File: config.mk
export PLATFORM = sky130hd
export DESIGN_NAME = wiper_ctrl
export DESIGN_NICKNAME = d
export VERILOG_FILES = /design/src/rtl/wiper_pkg.sv /design/src/rtl/wiper_sync.sv /design/src/rtl/wiper_step.sv /design/src/rtl/wiper_decode.sv /design/src/rtl/wiper_nv_store.sv /design/src/rtl/wiper_ctrl.sv
export SDC_FILE = /design/constraint.sdc
export NUM_CORES = 1
export LEC_CHECK = 0
export ABC_CLOCK_PERIOD_IN_PS = 5910
export BUFFER_PORTS_ARGS = -buffer_cell sky130_fd_sc_hd__buf_4
export CELL_PAD_IN_SITES_DETAIL_PLACEMENT = 1
export CELL_PAD_IN_SITES_GLOBAL_PLACEMENT = 1
export CORE_UTILIZATION = 36
export CTS_CLUSTER_DIAMETER = 40
export CTS_CLUSTER_SIZE = 40
export DETAILED_ROUTE_END_ITERATION = 12
export PLACE_DENSITY = 0.71
export SYNTH_ARGS = -nofsm -noshare
export SYNTH_HDL_FRONTEND = slang
export SYNTH_SLANG_ARGS = --single-unit
File: constraint.sdc
create_clock -name clk -period 5.91 [get_ports clk]
set_input_delay 0 -clock clk [delete_from_list [all_inputs] [get_ports clk]]
set_output_delay 0 -clock clk [all_outputs]
set_load 0.1 [all_outputs]
File: src/rtl/wiper_pkg.sv
`timescale 1ns/1ps
package wiper_pkg;

    // synchronized view of the three control pins, all in pin polarity
    typedef struct packed {
        logic sel;   // select, active low
        logic inc;   // step strobe, active low
        logic dir;   // 1 = up, 0 = down
    } ctl_t;

    localparam ctl_t CTL_IDLE = '{sel: 1'b1, inc: 1'b1, dir: 1'b1};

endpackage

File: src/rtl/wiper_sync.sv
`timescale 1ns/1ps
module wiper_sync #(
    parameter int            W       = 3,
    parameter int            STAGES  = 2,
    parameter logic [W-1:0]  RST_VAL = '1
) (
    input  logic         clk,
    input  logic         rst_n,
    input  logic [W-1:0] din,
    output logic [W-1:0] dout
);

    logic [W-1:0] stg_q [STAGES];

    for (genvar i = 0; i < STAGES; i++) begin : g_stage
        logic [W-1:0] src;
        if (i == 0) begin : g_first
            assign src = din;
        end else begin : g_next
            assign src = stg_q[i-1];
        end
        always_ff @(posedge clk or negedge rst_n) begin
            if (!rst_n) stg_q[i] <= RST_VAL;
            else        stg_q[i] <= src;
        end
    end

    assign dout = stg_q[STAGES-1];

endmodule

File: src/rtl/wiper_step.sv
`timescale 1ns/1ps
module wiper_step #(
    parameter int POS_W = 5
) (
    input  logic [POS_W-1:0] pos,
    input  logic             step_en,
    input  logic             up,
    output logic [POS_W-1:0] pos_nxt
);

    localparam logic [POS_W-1:0] TOP = '1;
    localparam logic [POS_W-1:0] BOT = '0;

    always_comb begin
        pos_nxt = pos;
        if (step_en) begin
            if (up && pos != TOP)       pos_nxt = pos + 1'b1;
            else if (!up && pos != BOT) pos_nxt = pos - 1'b1;
        end
    end

endmodule

File: src/rtl/wiper_decode.sv
`timescale 1ns/1ps
module wiper_decode #(
    parameter int POS_W    = 5,
    parameter int NUM_TAPS = 1 << POS_W
) (
    input  logic [POS_W-1:0]    pos,
    output logic [NUM_TAPS-1:0] tap
);

    for (genvar t = 0; t < NUM_TAPS; t++) begin : g_tap
        assign tap[t] = (pos == POS_W'(t));
    end

endmodule

File: src/rtl/wiper_nv_store.sv
`timescale 1ns/1ps
module wiper_nv_store #(
    parameter int POS_W        = 5,
    parameter int STORE_CYCLES = 1000,
    parameter int DEFAULT_POS  = 16
) (
    input  logic             clk,
    input  logic             rst_n,
    input  logic             start,
    input  logic [POS_W-1:0] din,
    output logic             busy,
    output logic [POS_W-1:0] nv
);

    localparam int CNT_W = $clog2(STORE_CYCLES + 1);

    typedef struct packed {
        logic [CNT_W-1:0] cnt;
        logic [POS_W-1:0] pend;
        logic [POS_W-1:0] nv;
    } nv_t;

    nv_t st_d, st_q;

    always_comb begin
        st_d = st_q;
        if (st_q.cnt != '0) begin
            st_d.cnt = st_q.cnt - 1'b1;
            if (st_q.cnt == CNT_W'(1)) st_d.nv = st_q.pend;
        end else if (start) begin
            st_d.cnt  = CNT_W'(STORE_CYCLES);
            st_d.pend = din;
        end
    end

    always_ff @(posedge clk or negedge rst_n) begin
        if (!rst_n) begin
            st_q.cnt  <= '0;
            st_q.pend <= POS_W'(DEFAULT_POS);
            st_q.nv   <= POS_W'(DEFAULT_POS);
        end else begin
            st_q <= st_d;
        end
    end

    assign busy = (st_q.cnt != '0);
    assign nv   = st_q.nv;

endmodule

File: src/rtl/wiper_ctrl.sv
`timescale 1ns/1ps
module wiper_ctrl #(
    parameter int POS_W        = 5,
    parameter int STORE_CYCLES = 1000,
    parameter int DEFAULT_POS  = 16,
    parameter int SYNC_STAGES  = 2
) (
    input  logic                    clk,
    input  logic                    rst_n,
    input  logic                    sel_n_i,
    input  logic                    inc_n_i,
    input  logic                    up_dn_i,
    output logic [POS_W-1:0]        pos_o,
    output logic [(1<<POS_W)-1:0]   tap_o,
    output logic                    busy_o,
    output logic [POS_W-1:0]        nv_pos_o
);

    localparam int NUM_TAPS = 1 << POS_W;

    typedef struct packed {
        logic [POS_W-1:0]  pos;
        wiper_pkg::ctl_t   prev;
    } core_t;

    core_t           core_d, core_q;
    wiper_pkg::ctl_t ctl_s;
    logic [2:0]      ctl_vec;
    logic            sel_sync;
    logic            inc_fall, sel_rise, step_en, store_go, busy;
    logic [POS_W-1:0] pos_nxt, nv_val;

    wiper_sync #(.W(3), .STAGES(SYNC_STAGES), .RST_VAL(wiper_pkg::CTL_IDLE)) i_sync (
        .clk  (clk),
        .rst_n(rst_n),
        .din  ({sel_n_i, inc_n_i, up_dn_i}),
        .dout (ctl_vec)
    );

    assign ctl_s    = wiper_pkg::ctl_t'(ctl_vec);
    assign sel_sync = ctl_s.sel;

    always_comb begin
        inc_fall = core_q.prev.inc & ~ctl_s.inc;
        sel_rise = ~core_q.prev.sel & sel_sync;
        step_en  = inc_fall & ~sel_sync & ~busy;
        store_go = sel_rise & ctl_s.inc & ~busy;
        core_d      = core_q;
        core_d.pos  = pos_nxt;
        core_d.prev = ctl_s;
    end

    wiper_step #(.POS_W(POS_W)) i_step (
        .pos    (core_q.pos),
        .step_en(step_en),
        .up     (ctl_s.dir),
        .pos_nxt(pos_nxt)
    );

    wiper_nv_store #(.POS_W(POS_W), .STORE_CYCLES(STORE_CYCLES), .DEFAULT_POS(DEFAULT_POS)) i_nv (
        .clk  (clk),
        .rst_n(rst_n),
        .start(store_go),
        .din  (core_q.pos),
        .busy (busy),
        .nv   (nv_val)
    );

    // the counter starts from the saved register's reset content
    always_ff @(posedge clk or negedge rst_n) begin
        if (!rst_n) begin
            core_q.pos  <= POS_W'(DEFAULT_POS);
            core_q.prev <= wiper_pkg::CTL_IDLE;
        end else begin
            core_q <= core_d;
        end
    end

    wiper_decode #(.POS_W(POS_W), .NUM_TAPS(NUM_TAPS)) i_dec (
        .pos(core_q.pos),
        .tap(tap_o)
    );

    assign pos_o    = core_q.pos;
    assign busy_o   = busy;
    assign nv_pos_o = nv_val;

endmodule

==> reports/results.ini <==
[logic_synthesis]
synth_area_sq_um=1800
syn_inst=183
async_reset_ff_share_pct=100
synth.top_cell.area_share_pct=30.6
syn_avg_cell_area_sq_um=9.82
syn_nets=196
seq_area_frac_synth_pct=46.7
yosys-top-cells-area=dfrtp_1 (31%), dfstp_2 (16%), nor2_1 (7.1%)
synth_cell_types=40
synth_edf_count=0
synth.most_common_cell=nor2_1
yosysWarnings=0
ys_seq_elements=33
synth_area_leader_cell=dfrtp_1
synthTopCellsByCount=nor2_1 (34), dfrtp_1 (22), nand2_1 (17)
synth_flop_cell=dfrtp_1

[setup_path]
crit_family=simple AND/OR/NAND/NOR gates
rrSetupSlack_ns=3.55
critical_path_class=reg2out
worstReg2RegStart=i_nv.st_q[11]
rr_worst_depth=6
worst-path-buf-inv=2
required_ns=5.91
crit_slowest_cell=nand3_1
crit_path_max_incr_delay_ns=0.51
worstPathArrival_ns=2.41
path_cells=inv_1 > ha_1 > nor3b_1 > nand3_1 > buf_4
timing.rr.end=pos_o[3]
crit_path_start_kind=register
setup.worst_path.end_class=primary output
path_max_fanout=13

[die]
rows=25
io_pins=48
die_area_sq_um=5280
die_w_microns=72.6
start_util_pct=37.8
core_area_sq_um=4750
die_h_microns=72.6

[drt]
antenna_left=0
drtIter0Drc=60
first_pass_iters=4
routedWlPerCell_microns=15.3
wirelength_microns=4460
drcViolationCount=0
num_vias=1473
via_per_inst=5.06

[pwr]
p_per_area_nw_per_um2=334
finalPower_uw=768
vdd_drop_max_uv=211
cellLeakagePower_nw=1.14

[place]
gp_congestion=0.842
placed_area_sq_um=2130
port-buffer-count=47
pre_cts_slack_ns=3.54
hpwl_microns=3390

[status]
outcome=finished clean

[cts]
clk_path_buf_depth=2
cts.sinks=33
cts-root-buf=clkbuf_8
tritoncts=done
postCtsSetupRepairBufs=0
clk_pin_slew_ns=0.07
post_cts_resized=0
htreeDepth=2
cts_buffers=5
clock_latency_ns=0.29

[sta]
final.setup.worst_slack_ns=3.50
finalHoldViolCount=0
finalClockSkew_ns=0.0101
setup_viol=0
rsz0062_at_grt=no
whs_ns=0.188
fmax_ghz=0.414
worst_pin_slew_ns=0.796
slew_headroom_pct=46.4
final.setup.tns_ns=0
fin_crit_sh_pct=40.8
period_minus_slack_ns=2.41
slew_viol_final=0

[run]
maxCapViolCount=0

[layout]
final_area_sq_um=2300
seq_area_sq_um=840
drive_above_1_share_pct=35.7
nFillCells=565
syn2layout_area_growth_pct=28.1
multi_input_area_sq_um=828
diodes=0
fin_nets=236

[grt]
grt_pass1_wl_microns=7500
antenna_found_initial=0
grt_max_degree=34
grt_pass1_vias=1523
grt-ovfl-total=0
track_usage_pct=18.8

[worst_hold_path]
hp-class=in2async

## kinds of logic after synthesis
family / after synthesis / share of synthesized area, %
XOR/XNOR: 4 / 1.95
adder cells (fa/ha/maj): 8 / 5.57
AND/OR/NAND/NOR: 80 / 22.8
buffers and inverters: 24 / 7.17
multiplexers: 14 / 8.36
AO/OA/AOI/OAI: 20 / 7.38
flip-flops: 33 / 46.7
## sequential cells by signal, summed over array words and instances, names as in the netlist
signal and count:
core_q 2, i_nv.nv 5, i_nv.st_q 15, i_sync.dout 3, i_sync.g_stage.src 3, pos_o 5
## through the flow
stage,util [%],instances
6_report,48.4,291
2_1_floorplan,-,183
4_1_cts,48.4,291
5_1_grt,48.4,291
3_5_place_dp,44.7,279
3_3_place_gp,44.7,279
## worst max-delay path by stage
stage	from	end	slack, ns	depth (start not counted)
finish	i_nv.st_q[11]	busy_o	3.50	5
global route	i_nv.st_q[11]	busy_o	3.28	5
CTS	i_nv.st_q[11]	busy_o	3.48	5
detailed placement	i_nv.st_q[11]	pos_o[3]	3.54	6
global placement	pos_o[0]	pos_o[3]	3.70	7
floorplan	pos_o[2]	pos_o[3]	3.10	8
## layout make-up
| cell class | count | share of cell area (%) |
|---|---|---|
| Tap cell | 67 | 3.64 |
| Clock inverter | 3 | 2.83 |
| Clock buffer | 5 | 2.99 |
| Sequential cell | 33 | 36.5 |
| Timing Repair Buffer | 51 | 17.1 |
| Inverter | 6 | 0.979 |
| Multi-Input combinational cell | 126 | 36.0 |
## cells in the final DEF, fill, tap and decap left out, drive strengths merged, types with 8 or more instances in the layout
| cell | netlist | final |
|---|---|---|
| buf | 11 | 47 |
| dfrtp | 22 | 22 |
| dfstp | 11 | 11 |
| ha | 8 | 8 |
| mux2 | 8 | 8 |
| nand2 | 17 | 17 |
| nor2 | 34 | 34 |
## report_power, final
group	internal (mW)	switching, mW	total (mW)
combinational	0.0673	0.123	0.190
clock	0.168	0.0840	0.252
sequential	0.267	0.0585	0.326
## routing by layer
layer,track usage [%],vias up,part of all wire [%]
li1,-,693,-
met1,23.6,739,43
met2,31.0,34,52
met3,5.11,7,3.6
met4,6.75,0,1.3
met5,0,-,0
## worst register-to-register path, cell delays in order, from the launching register on
cell and delay (ns):
dfrtp_1 0.42, inv_1 0.11, ha_1 0.23, nor3b_1 0.45, nand3_1 0.51, a211oi_1 0.41, xor2_1 0.17
## what timing repair did
| action | 4_1_cts | 5_1_grt |
|---|---|---|
| hold buffers | 4 | 0 |
| endpoints found under the setup margin | 0 | 0 |
| hold endpoints to repair | 36 | 0 |
Note: power is estimated with default switching activity, not from simulation.
